$ cat config.mk
export PLATFORM = sky130hd
export DESIGN_NAME = fes_core
export DESIGN_NICKNAME = d
export VERILOG_FILES = /design/src/rtl/fes_pkg.sv /design/src/rtl/fes_ctrl.sv /design/src/rtl/fes_regfile.sv /design/src/rtl/fes_alu.sv /design/src/rtl/fes_core.sv
export SDC_FILE = /design/constraint.sdc
export NUM_CORES = 1
export LEC_CHECK = 0
export ABC_CLOCK_PERIOD_IN_PS = 5000
export CORE_AREA = 3 3 260 262
export DETAILED_ROUTE_END_ITERATION = 10
export DIE_AREA = 0 0 263 265
export GPL_TIMING_DRIVEN = 0
export PLACE_DENSITY_LB_ADDON = 0.05
export SLEW_MARGIN = 5
export SYNTH_ARGS = -nofsm -noshare
export SYNTH_HDL_FRONTEND = slang
export SYNTH_SLANG_ARGS = --single-unit
$ cat constraint.sdc
create_clock -name clk -period 5 [get_ports clk]
set_clock_uncertainty 0.05 [all_clocks]
set_input_delay 1 -clock clk [delete_from_list [all_inputs] [get_ports clk]]
set_output_delay 1 -clock clk [all_outputs]
set_load 0.01 [all_outputs]
$ cat src/rtl/fes_pkg.sv
package fes_pkg;

  typedef enum logic [2:0] {
    ST_FADDR = 3'd0,
    ST_FREAD = 3'd1,
    ST_FCAP  = 3'd2,
    ST_DEC   = 3'd3,
    ST_EOPS  = 3'd4,
    ST_EWB   = 3'd5
  } fes_state_e;

  typedef enum logic [3:0] {
    OP_MOV = 4'd0,
    OP_ADD = 4'd1,
    OP_SUB = 4'd2,
    OP_AND = 4'd3,
    OP_ORR = 4'd4,
    OP_EOR = 4'd5
  } fes_op_e;

  // instruction field positions
  localparam int OPC_LO = 28;
  localparam int OPC_W  = 4;
  localparam int SET_B  = 27;
  localparam int DST_LO = 23;
  localparam int SRC_LO = 19;
  localparam int IMM_W  = 12;

  typedef struct packed {
    logic n;
    logic z;
    logic c;
    logic v;
  } fes_flags_t;

endpackage

$ cat src/rtl/fes_ctrl.sv
module fes_ctrl
  import fes_pkg::*;
(
  input  logic       clk,
  input  logic       rst_n,
  output fes_state_e state
);

  fes_state_e state_d;

  always_comb begin
    state_d = state;
    case (state)
      ST_FADDR: state_d = ST_FREAD;
      ST_FREAD: state_d = ST_FCAP;
      ST_FCAP:  state_d = ST_DEC;
      ST_DEC:   state_d = ST_EOPS;
      ST_EOPS:  state_d = ST_EWB;
      default:  state_d = ST_FADDR;
    endcase
  end

  always_ff @(posedge clk or negedge rst_n) begin
    if (!rst_n) state <= ST_FADDR;
    else        state <= state_d;
  end

  AST_STEP_ORDER: assert property (@(posedge clk) disable iff (!rst_n)
    $past(rst_n) && $past(state) == ST_FREAD |-> state == ST_FCAP);

endmodule

$ cat src/rtl/fes_regfile.sv
module fes_regfile #(
  parameter int DW   = 32,
  parameter int NREG = 16,
  localparam int RAW = $clog2(NREG),
  localparam int PCI = NREG - 1
) (
  input  logic             clk,
  input  logic             rst_n,
  input  logic             we,
  input  logic [RAW-1:0]   waddr,
  input  logic [DW-1:0]    wdata,
  input  logic             pc_inc,
  input  logic [RAW-1:0]   raddr,
  output logic [DW-1:0]    rdata,
  output logic [DW-1:0]    pc,
  output logic [NREG*DW-1:0] dbg
);

  logic [DW-1:0] regs_q [NREG];

  for (genvar g = 0; g < NREG; g++) begin : g_reg
    logic          wr_hit;
    logic [DW-1:0] nxt;
    logic          en;

    always_comb begin
      wr_hit = we && (waddr == RAW'(g));
      nxt    = wdata;
      en     = wr_hit;
      if (g == PCI && pc_inc) begin
        nxt = regs_q[g] + DW'(4);
        en  = 1'b1;
      end
    end

    always_ff @(posedge clk or negedge rst_n) begin
      if (!rst_n)  regs_q[g] <= '0;
      else if (en) regs_q[g] <= nxt;
    end

    assign dbg[g*DW +: DW] = regs_q[g];
  end

  assign rdata = regs_q[raddr];
  assign pc    = regs_q[PCI];

  AST_PC_STEP: assert property (@(posedge clk) disable iff (!rst_n)
    $past(rst_n) && $past(pc_inc) |-> pc == $past(pc) + DW'(4));

  AST_HOLD_IDLE: assert property (@(posedge clk) disable iff (!rst_n)
    $past(rst_n) && !$past(we) && !$past(pc_inc) |-> $stable(dbg));

endmodule

$ cat src/rtl/fes_alu.sv
module fes_alu
  import fes_pkg::*;
#(
  parameter int DW = 32
) (
  input  logic [OPC_W-1:0] op,
  input  logic [DW-1:0]    a,
  input  logic [DW-1:0]    b,
  output logic [DW-1:0]    res,
  output logic             fn,
  output logic             fz,
  output logic             fc,
  output logic             fv,
  output logic             valid,
  output logic             arith
);

  logic          sub;
  logic [DW-1:0] bb;
  logic [DW:0]   sum;

  assign sub = (op == OP_SUB);
  assign bb  = sub ? ~b : b;
  assign sum = {1'b0, a} + {1'b0, bb} + {{DW{1'b0}}, sub};

  always_comb begin
    res   = '0;
    valid = 1'b1;
    arith = 1'b0;
    case (op)
      OP_MOV: res = b;
      OP_ADD: begin res = sum[DW-1:0]; arith = 1'b1; end
      OP_SUB: begin res = sum[DW-1:0]; arith = 1'b1; end
      OP_AND: res = a & b;
      OP_ORR: res = a | b;
      OP_EOR: res = a ^ b;
      default: valid = 1'b0;
    endcase
  end

  assign fn = res[DW-1];
  assign fz = (res == '0);
  assign fc = sub ? ~sum[DW] : sum[DW];
  assign fv = (a[DW-1] ^ res[DW-1]) & ~(a[DW-1] ^ bb[DW-1]);

endmodule

$ cat src/rtl/fes_core.sv
module fes_core
  import fes_pkg::*;
#(
  parameter int DW   = 32,
  parameter int NREG = 16
) (
  input  logic                 clk,
  input  logic                 rst_n,
  input  logic [DW-1:0]        mem_rdata,
  output logic [DW-1:0]        mem_addr,
  output logic                 mem_rd,
  output logic [NREG*DW-1:0]   dbg_regs,
  output logic [3:0]           dbg_flags,
  output logic [DW-1:0]        dbg_ir
);

  localparam int RAW = $clog2(NREG);

  fes_state_e    state;
  logic [DW-1:0] mar_q, mbr_q, ir_q, opa_q, opb_q;
  fes_flags_t    flg_q;
  logic [DW-1:0] pc, rf_rdata, alu_res;
  logic          ld_mar, ld_mbr, ld_ir, ld_ops, wb;
  logic          rf_we, flag_we;
  logic          a_n, a_z, a_c, a_v, a_valid, a_arith;

  fes_ctrl i_ctrl (
    .clk   (clk),
    .rst_n (rst_n),
    .state (state)
  );

  assign ld_mar = (state == ST_FADDR);
  assign mem_rd = (state == ST_FREAD);
  assign ld_mbr = (state == ST_FCAP);
  assign ld_ir  = (state == ST_DEC);
  assign ld_ops = (state == ST_EOPS);
  assign wb     = (state == ST_EWB);

  fes_regfile #(.DW(DW), .NREG(NREG)) i_rf (
    .clk    (clk),
    .rst_n  (rst_n),
    .we     (rf_we),
    .waddr  (ir_q[DST_LO +: RAW]),
    .wdata  (alu_res),
    .pc_inc (ld_mar),
    .raddr  (ir_q[SRC_LO +: RAW]),
    .rdata  (rf_rdata),
    .pc     (pc),
    .dbg    (dbg_regs)
  );

  fes_alu #(.DW(DW)) i_alu (
    .op    (ir_q[OPC_LO +: OPC_W]),
    .a     (opa_q),
    .b     (opb_q),
    .res   (alu_res),
    .fn    (a_n),
    .fz    (a_z),
    .fc    (a_c),
    .fv    (a_v),
    .valid (a_valid),
    .arith (a_arith)
  );

  assign rf_we   = wb && a_valid;
  assign flag_we = rf_we && ir_q[SET_B];

  always_ff @(posedge clk or negedge rst_n) begin
    if (!rst_n) begin
      mar_q <= '0;
      mbr_q <= '0;
      ir_q  <= '0;
      opa_q <= '0;
      opb_q <= '0;
    end else begin
      if (ld_mar) mar_q <= pc;
      if (ld_mbr) mbr_q <= mem_rdata;
      if (ld_ir)  ir_q  <= mbr_q;
      if (ld_ops) begin
        opa_q <= rf_rdata;
        opb_q <= DW'(ir_q[IMM_W-1:0]);
      end
    end
  end

  always_ff @(posedge clk or negedge rst_n) begin
    if (!rst_n) begin
      flg_q <= '0;
    end else if (flag_we) begin
      flg_q.n <= a_n;
      flg_q.z <= a_z;
      if (a_arith) begin
        flg_q.c <= a_c;
        flg_q.v <= a_v;
      end
    end
  end

  assign mem_addr  = mar_q;
  assign dbg_flags = flg_q;
  assign dbg_ir    = ir_q;

  AST_RD_SINGLE: assert property (@(posedge clk) disable iff (!rst_n)
    mem_rd |=> !mem_rd);

  AST_RD_ADDR: assert property (@(posedge clk) disable iff (!rst_n)
    mem_rd |-> pc == mem_addr + DW'(4));

  AST_CAPTURE_AFTER_RD: assert property (@(posedge clk) disable iff (!rst_n)
    $past(rst_n) && $past(mem_rd) |-> ld_mbr);

  AST_FLAGS_HOLD: assert property (@(posedge clk) disable iff (!rst_n)
    !flag_we |=> $stable(dbg_flags));

endmodule

# Word-level counts from Yosys, hierarchy flattened
# Index checks and enable logic that the tools add are counted.
[word_totals]
rom_bits = 0
mem_bits_rw = 0
latch_bits = 0
n_memories = 0
output_inout_bits = 581
wordCells = 101
ff_bits = 659
input_bits = 34
[op_classes]
eq_ne = 25
div = 0
addsub = 3
mux = 11
n_bitwise = 10
order_cmp = 1
shifts = 0
mul = 0
n_reduce_logical = 25
[ops]
columns = ["cell", "count"]
rows = [
  ["$pmux W32 S5", 1],
  ["$bmux W32 S4", 1],
  ["$mux W32", 4],
  ["$add A32 B32 Y33", 1],
  ["$add A33 B1 Y33", 1],
  ["$add A32 B3 Y32 const B", 1],
  ["$and A32 B12 Y32", 1],
  ["$eq A4 B4 Y1 const B", 8],
  ["$logic_not A32 Y1", 1],
  ["$not A12 Y32", 1],
  ["$or A32 B12 Y32", 1],
  ["$xor A32 B12 Y32", 1],
  ["$eq A4 B3 Y1 const B", 6],
  ["$logic_and A1 B1 Y1", 18],
  ["$eq A4 B2 Y1 const B", 4],
  ["$pmux W3 S5", 1],
  ["$eq A4 B1 Y1 const B", 2],
  ["$logic_not A4 Y1", 2],
  ["$eq A3 B2 Y1 const B", 2],
  ["$eq A3 B3 Y1 const B", 2],
  ["$reduce_or A6 Y1", 1],
  ["$ge A5 B5 Y1 const B", 1],
  ["$not A4 Y5", 1],
  ["$mux W1", 4],
  ["7 further kinds", 9],
]

# Longest topological paths before layout
# Gate-level depths: netlist of run 1.
[depth]
word_depth = 7
ltp_mapped = 19
depth_no_buf = 15

# By module
# From an unflattened synthesis of run 1, not the netlist that was laid out.
[hier_totals]
cells_unflattened = 2482
area_unflattened_um2 = 34117.7
[modules_own_cells]
columns = ["module", "cells_each", "seq_area_each_um2", "area_each_um2", "n_inst"]
rows = [
  ["fes_regfile", 1521, 12812.3, 24119.4, 1],
  ["fes_core", 312, 3603.5, 5380.2, 1],
  ["fes_alu", 640, 0.0, 4509.3, 1],
  ["fes_ctrl", 9, 75.1, 108.9, 1],
]

# Worst setup path before layout of run 1
# OpenSTA, ideal clock, no wires.
[synth_timing]
path_kind = "register to register"
start = "register ir_q[29] (netlist: dbg_ir[29])"
end = "register flg_q, in the netlist dbg_flags[2]"
arrival_time_ns = 4.627
required_ns = 4.855
stages_incl_launch_ff = 19
n_path_buf = 4
setup_ns = 0.095
path_slack_ns = 0.228
period_less_slack_ns = 4.772
cell_sequence = "dfrtp_1 -> buf_2 -> nor4b_2 -> buf_2 -> buf_1 -> buf_1 -> xnor2_1 -> ha_1 -> nor2b_1 -> o2111ai_1 -> a21oi_1 -> a211oi_2 -> mux2i_1 -> o21ai_0 -> a22oi_1 -> and3_1 -> and4_1 -> nand4_1 -> o31ai_1"
[synth_between]
elab_chain_len = 6
elab_cells_between_ends = 16
classes_between = "add/sub (2); eq/ne (5); mux (3); reduce/logical (6)"
[synth_lines]
columns = ["item", "line_no", "text"]
rows = [
  ["start: declaration", "fes_core.sv:20", "logic [DW-1:0] mar_q, mbr_q, ir_q, opa_q, opb_q;"],
  ["start signal: assignment", "fes_core.sv:79", "if (ld_ir) ir_q <= mbr_q;"],
  ["$eq A4 B2 Y1", "fes_alu.sv:22, fes_alu.sv:30", ""],
  ["$mux W32", "fes_alu.sv:23", "assign bb = sub ? ~b : b;"],
  ["$add A32 B32 Y33", "fes_alu.sv:24", "assign sum = {1'b0, a} + {1'b0, bb} + {{DW{1'b0}}, sub};"],
  ["$add A33 B1 Y33", "fes_alu.sv:24", ""],
  ["$pmux W32 S5", "fes_alu.sv:30", "case (op)"],
  ["$logic_not A32 Y1", "fes_alu.sv:42", "assign fz = (res == '0);"],
  ["end: declaration", "fes_core.sv:21", "fes_flags_t flg_q;"],
]
# Several ways; a longest one is shown, not always the timed one.
# A chain may end at the register's enable or synchronous reset.

# Final worst setup path of run 1
# Same ends and word-level chain as after synthesis.

==> results.py, run 1 <==
metrics = {
    "outcome": {
        "status": "finished clean",
    },
    "timing": {
        "period_minus_slack_ns": 4.86,
        "hold_violations": 0,
        "slew_headroom_pct": 5.89,
        "slew_viol_final": 0,
        "max_freq_ghz": 0.206,
        "period_share_pct": 97.2,
        "tightest_slew_ns": 1.40,
        "holdWs_ns": 0.397,
        "final-setup-viol-count": 0,
        "rsz0062_at_grt": "no",
    },
    "route": {
        "drc": 0,
        "wl_per_cell_um": 30.2,
        "drt_iter0_drc": 3583,
        "viasPerCell": 6.13,
        "num_vias": 27700,
        "ant_nets": 0,
        "wirelength_um": 137000,
        "drtPass1Iterations": 5,
    },
    "pwr": {
        "switching_share_pct": 29.0,
        "p_leak_nw": 17.4,
        "p_per_area_nw_per_um2": 343,
        "clkPwrFrac_pct": 39.3,
        "totalPowerFinal_mw": 14.2,
        "p_switching_mw": 4.11,
        "p_comb_share_pct": 17.7,
        "ir_worst_vdd_v": 0.000252,
        "p_int_mw": 10.1,
        "p_seq_share_pct": 43.0,
    },
    "global_route": {
        "top_usage_layer": "met2",
        "grt_max_degree": 125,
        "met2_usage_pct": 60.1,
        "grt_use_total_pct": 38.6,
        "grt-ovfl-total": 0,
        "grtUsageMet3_pct": 12.2,
        "grt_pass1_wl_um": 197000,
        "met1_usage_pct": 51.1,
        "antenna_found_initial": 14,
        "grt_pass1_vias": 27400,
    },
    "setup_path": {
        "rr_startpoint": "dbg_ir[29]",
        "r2r-end": "dbg_flags[2]",
        "required_ns": 5.47,
        "critPathCaptureType": "flop",
        "critPathKind": "reg2reg",
        "start_kind": "flop",
        "cp.arrival_ns": 5.33,
        "ff2ff_path_depth": 18,
        "cp_max_fo": 10,
        "r2r_setup_slack_ns": 0.14,
    },
    "worst_hold_path": {
        "hold_path_class": "in2async",
    },
    "cts": {
        "numCtsBuffers": 74,
        "insertion_delay_ns": 0.63,
        "cts_hold_buf": 0,
        "clock_sinks": 659,
        "cts_root_buffer": "clkbuf_16",
        "cts_tree": "built",
        "htree_levels": 3,
        "cts_max_path_buffers": 3,
        "clkTransAtPathRegs_ns": 0.06,
    },
    "logic_synthesis": {
        "synth_compound_area_share_pct": 12.9,
        "ys_async_sr_fraction_pct": 100,
        "synth_nets": 2943,
        "synth-adder-area-share_pct": 1.57,
        "synth_flop_cell": "dfrtp_1",
        "syn_avg_cell_area_um2": 10.7,
        "postSynthCellCount": 2871,
        "synth.cell_area_um2": 30700,
        "yosys.area_share.simple_pct": 12.5,
        "synth_top_family_by_area": "multiplexers",
        "synth_edf_count": 0,
        "yosys_warnings": 0,
        "yosysSeqAreaShare_pct": 53.7,
        "synthDistinctLibCells": 72,
        "synth-seq-cells": 659,
        "synthMuxAreaShare_pct": 15.3,
        "synth_xor_area_share_pct": 0.656,
    },
    "floorplanning": {
        "die_w_um": 263,
        "design.core.area_um2": 65600,
        "die_h_um": 265,
        "rows": 94,
        "initial_core_util_pct": 46.8,
        "die_area_um2": 69700,
        "io_pins": 615,
    },
    "cells_and_area": {
        "area_growth_syn_to_layout_pct": 34.6,
        "final_common_cell": "dfrtp_1",
        "fillers": 5292,
        "nets": 3673,
        "final_area_um2": 41300,
        "drive_gt1_share_pct": 14.0,
        "final_cell_mix": "658 x dfrtp_1, 613 x clkdlybuf4s50_1, 398 x nor2_1, 372 x a21oi_1, 319 x nand2_1",
    },
    "placed_design": {
        "dpl-instance-area_um2": 38200,
        "portBuffers": 614,
        "hpwl_um": 104000,
        "gp_congestion": 0.955,
    },
    "job": {
        "drv_cap": 0,
    },
}
## synthesized netlist by cell type, types with 3 or more instances
cell type | number | area (um^2)
a31o_2 | 3 | 26.3
o21a_1 | 11 | 82.6
buf_2 | 4 | 20.0
xor2_1 | 5 | 43.8
dfrtp_1 | 659 | 16500
o21ai_0 | 202 | 1010
nand2b_1 | 20 | 125
nor3_1 | 26 | 130
ha_1 | 37 | 463
a221o_1 | 3 | 30.0
or4_1 | 3 | 22.5
a211oi_1 | 10 | 75.1
nand3_1 | 51 | 255
mux2_2 | 94 | 1060
o221ai_1 | 8 | 70.1
nor4_1 | 8 | 50.1
o31ai_1 | 7 | 52.6
nor2_1 | 398 | 1490
or2_2 | 4 | 25.0
a221oi_1 | 3 | 26.3
clkbuf_1 | 206 | 773
a31oi_1 | 13 | 81.3
a41oi_1 | 3 | 26.3
buf_1 | 23 | 86.3
o211ai_1 | 16 | 120
and2_1 | 6 | 37.5
and3_1 | 20 | 125
nor2b_1 | 3 | 18.8
nand4_1 | 10 | 62.6
o22ai_1 | 6 | 37.5
mux4_2 | 160 | 3600
and4_1 | 3 | 26.3
or3_1 | 12 | 75.1
inv_1 | 38 | 143
nand3b_1 | 8 | 60.1
nor3b_1 | 5 | 37.5
a21boi_1 | 3 | 22.5
xnor2_1 | 18 | 158
mux2i_1 | 5 | 50.1
a21o_1 | 7 | 52.6
a22oi_1 | 9 | 67.6
a21oi_1 | 382 | 1910
nand2_1 | 319 | 1200
o2111ai_1 | 3 | 26.3
## final cells by class
class	instances	area, um^2	share of cell area [%]
sequential	659	16500	39.9
multi-input combinational	1939	13600	32.9
tap	864	1080	2.61
clock inverter	23	220	0.533
timing repair buffer	659	6640	16.0
buffer	230	933	2.26
inverter	38	143	0.345
clock buffer	109	2240	5.43
antenna	3	7.51	0.0182
## how the worst max path moves through the flow
| stage | start | endpoint | slack (ns) |
|---|---|---|---|
| 2_1_floorplan | dbg_ir[29] | dbg_flags[2] | 0.23 |
| 3_3_place_gp | rst_n | i_rf.dbg[294] | -25.98 |
| 3_5_place_dp | dbg_ir[29] | dbg_flags[2] | -2.39 |
| 4_1_cts | dbg_ir[29] | dbg_flags[2] | 0.0001 |
| 5_1_grt | dbg_ir[29] | dbg_flags[2] | 0.0007 |
| 6_report | dbg_ir[29] | dbg_flags[2] | 0.14 |
## repair_timing
| action | 4_1_cts | 5_1_grt |
|---|---|---|
| cloned | 0 | 0 |
| setup buffers | 23 | 10 |
| pin swaps | 17 | 10 |
| setup endpoints to repair | 478 | 173 |
| gates resized for setup | 74 | 28 |
## logic make-up after synthesis
logic type,after synthesis
AOI/OAI and AO/OA,714
DFF,659
and+or+nand+nor,905
xor gates and xnor gates,23
muxes,259
buffers and inverters,273
adders and majority gates,38
## state kept, by name, indices dropped and copies added, names as in the netlist, 4 cells and up
register	cells
dbg_ir	32
opa_q	32
i_rf.pc	32
dbg_flags	4
mbr_q	32
opb_q	12
i_rf.dbg	480
mem_addr	32
## through the flow
stage	TNS [ns]	utilization, %	setup WS (ns)	cells
3_3_place_gp	-	57.8	-25.98	4349
4_1_cts	0	62.7	0.000145	4512
5_1_grt	0	63.0	0.000738	4523
2_1_floorplan	0	-	0.228	2871
3_5_place_dp	-579.20	58.2	-2.39	4360
6_report	0	63.0	0.141	4524
## power by group through the flow
stage	Combinational (mW)	Clock (mW)	Sequential (mW)
floorplan	0.926	0	6.19
global placement	2.34	0	6.18
detailed placement	2.39	0	6.18
CTS	2.46	5.60	6.09
global route	2.65	5.81	6.14
finish	2.51	5.57	6.10
## layer usage
layer	vias to the layer above	share of wire [%]
li1	11600	-
met1	14300	38
met2	1509	46
met3	290	11
met4	8	4.4
met5	-	0.037
## worst max-delay path, cell delays in order (launching register included)
cell and delay (ns):
dfrtp_1 0.37, clkbuf_4 0.22, nor4b_4 0.37, buf_6 0.20, buf_6 0.19, buf_8 0.18
xnor2_1 0.08, ha_2 0.40, and3_2 0.24, nand3_2 0.16, a211oi_4 0.40, buf_4 0.18
o22ai_1 0.08, a22oi_2 0.34, nand4_1 0.26, nor4_4 0.43, and4_1 0.24, nand4_1 0.10
o31ai_1 0.24
Note: power is estimated with default switching activity, not from simulation.
==> run 2, diff against run 1 <==
ABC_CLOCK_PERIOD_IN_PS = 4860   (was 5000)
CORE_AREA = 3 3 248 250   (was 3 3 260 262)
DIE_AREA = 0 0 251 253   (was 0 0 263 265)
clock period = 4.86 ns   (was 5 ns; I/O delays follow)
==> results.py, run 2 (synthesis gave the netlist of run 1 again) <==
metrics = {
    "floorplanning": {
        "rows": 89,
        "die_w_um": 251,
        "design.core.area_um2": 59200,
        "initial_core_util_pct": 51.9,
        "io_pins": 615,
        "die_area_um2": 63500,
        "die_h_um": 253,
    },
    "pwr": {
        "switching_share_pct": 28.8,
        "p_int_mw": 10.4,
        "p_seq_share_pct": 43.0,
        "p_switching_mw": 4.22,
        "clkPwrFrac_pct": 39.4,
        "ir_worst_vdd_v": 0.000274,
        "p_comb_share_pct": 17.6,
        "totalPowerFinal_mw": 14.7,
        "p_leak_nw": 17.4,
        "p_per_area_nw_per_um2": 355,
    },
    "cells_and_area": {
        "nets": 3672,
        "drive_gt1_share_pct": 14.0,
        "final_common_cell": "dfrtp_1",
        "final_cell_mix": "659 x dfrtp_1, 613 x clkdlybuf4s50_1, 398 x nor2_1, 372 x a21oi_1, 319 x nand2_1",
        "area_growth_syn_to_layout_pct": 34.3,
        "final_area_um2": 41300,
        "fillers": 4284,
        "final_core_util_pct": 69.7,
        "largest_reg_flops": 480,
    },
    "setup_path": {
        "start_kind": "flop",
        "rr_startpoint": "dbg_ir[29]",
        "path_buf_inv": 5,
        "cp_max_fo": 10,
        "cp.arrival_ns": 5.11,
        "critPathSlowestCell": "a2111o_1",
        "r2r_setup_slack_ns": 0.18,
        "r2r-end": "i_rf.dbg[273]",
        "cpPeakStageDelay_ns": 0.47,
        "ff2ff_path_depth": 17,
        "cp_top_family": "compound AO/OA/AOI/OAI gates",
        "critPathKind": "reg2reg",
        "required_ns": 5.29,
        "critical_path.cell_chain": "buf_4 > nor4b_4 > buf_6 > buf_6 > buf_8 > xnor2_1 > ha_1 > a21o_1 > a21oi_1 > a2111o_1 > a22o_1 > o21ai_1 > o21ai_0 > and2_1 > a31oi_4 > clkbuf_2 > a21oi_1",
        "critPathCaptureType": "flop",
    },
    "route": {
        "drtPass1Iterations": 6,
        "wl_per_cell_um": 30.4,
        "num_vias": 28300,
        "drt_iter0_drc": 3107,
        "wirelength_um": 135000,
        "drc": 0,
        "ant_nets": 0,
        "viasPerCell": 6.38,
    },
    "job": {
        "drv_cap": 0,
    },
    "timing": {
        "final-setup-viol-count": 0,
        "max_freq_ghz": 0.214,
        "fin_ws_ns": 0.180,
        "holdWs_ns": 0.246,
        "period_share_pct": 96.3,
        "slew_headroom_pct": 9.17,
        "hold_violations": 0,
        "tightest_slew_ns": 1.36,
        "slew_viol_final": 0,
        "period_minus_slack_ns": 4.68,
    },
    "cts": {
        "insertion_delay_ns": 0.63,
        "htree_levels": 3,
        "cts_root_buffer": "clkbuf_16",
        "cts_hold_buf": 0,
        "cts_max_path_buffers": 3,
        "cts_tree": "built",
        "numCtsBuffers": 71,
        "clock_sinks": 659,
        "clkTransAtPathRegs_ns": 0.06,
    },
    "worst_hold_path": {
        "hold_path_class": "in2async",
    },
    "global_route": {
        "grt_use_total_pct": 42.0,
        "antenna_found_initial": 8,
        "grt_pass1_vias": 27900,
        "grt-ovfl-total": 0,
        "grt_max_degree": 119,
        "grt_pass1_wl_um": 194000,
    },
    "placed_design": {
        "gp_congestion": 1.01,
        "dpl-instance-area_um2": 38100,
        "portBuffers": 614,
        "hpwl_um": 102000,
        "preCtsSetupSlack_ns": -2.76,
    },
    "outcome": {
        "status": "finished clean",
    },
}
-- run 2: cell count changes in the layout (fill, tap and decap cells not counted), moves of 3 or more --
| cell | before | now |
|---|---|---|
| clkbuf_8 | 25 | 12 |
| clkinvlp_4 | 1 | 4 |
| o31ai_1 | 7 | 4 |
| buf_4 | 35 | 39 |
| o31ai_2 | 0 | 3 |
| bufinv_16 | 2 | 8 |
-- run 2: power by group through the flow --
stage               clock (mW)  combinational (mW)  sequential, mW
floorplan                    0               0.953            6.37
global placement             0                2.37            6.37
detailed placement           0                2.43            6.37
CTS                       5.79                2.52            6.28
global route              5.99                2.72            6.33
finish                    5.79                2.58            6.30
-- run 2: metrics by stage --
stage,instances,setup TNS [ns]
global route,4430,-0.00852
CTS,4422,0
global placement,4258,-
finish,4432,0
detailed placement,4267,-615.75
floorplan,2871,0
-- run 2: cell type report --
cell class	count	area, um^2	share of cell area, %
Multi-Input combinational cell	1939	13600	33.0
Inverter	38	143	0.346
Clock buffer	96	2030	4.93
Timing Repair Buffer	661	6640	16.1
Tap cell	773	967	2.34
Sequential cell	659	16500	40.0
Buffer	230	927	2.25
Antenna cell	3	7.51	0.0182
Clock inverter	33	443	1.07
-- run 2: worst max path at each step --
stage,startpoint,cells past startpoint,end
after global routing,dbg_ir[29],19,dbg_flags[2]
after detailed placement,dbg_ir[29],18,dbg_flags[2]
after floorplan,dbg_ir[29],18,dbg_flags[2]
final,dbg_ir[29],17,i_rf.dbg[273]
after CTS,dbg_ir[29],17,i_rf.dbg[309]
after global placement,rst_n,1,i_rf.dbg[326]
-- run 2: worst register-to-register path, stage by stage (launching register included) --
cell,delay [ns]
dfrtp_1,0.38
buf_4,0.19
nor4b_4,0.29
buf_6,0.16
buf_6,0.17
buf_8,0.19
xnor2_1,0.12
ha_1,0.37
a21o_1,0.19
a21oi_1,0.07
a2111o_1,0.47
a22o_1,0.35
o21ai_1,0.36
o21ai_0,0.11
and2_1,0.22
a31oi_4,0.37
clkbuf_2,0.36
a21oi_1,0.12
-- run 2: layer usage --
metal / GRT usage (%) / wire length [um] / vias to the layer above
met3: 12.9 / 16100 / 327
met4: 16.6 / 6590 / 2
met1: 54.5 / 49000 / 14400
met5: 0 / 8 / -
met2: 66.6 / 62900 / 1879
li1: - / - / 11600
-- run 2: what timing repair did --
item | CTS | global route
setup buffers | 31 | 7
resized for setup | 76 | 25
pin swaps | 14 | 11
setup endpoints to repair | 478 | 168
endpoints found under the hold margin | 0 | 0
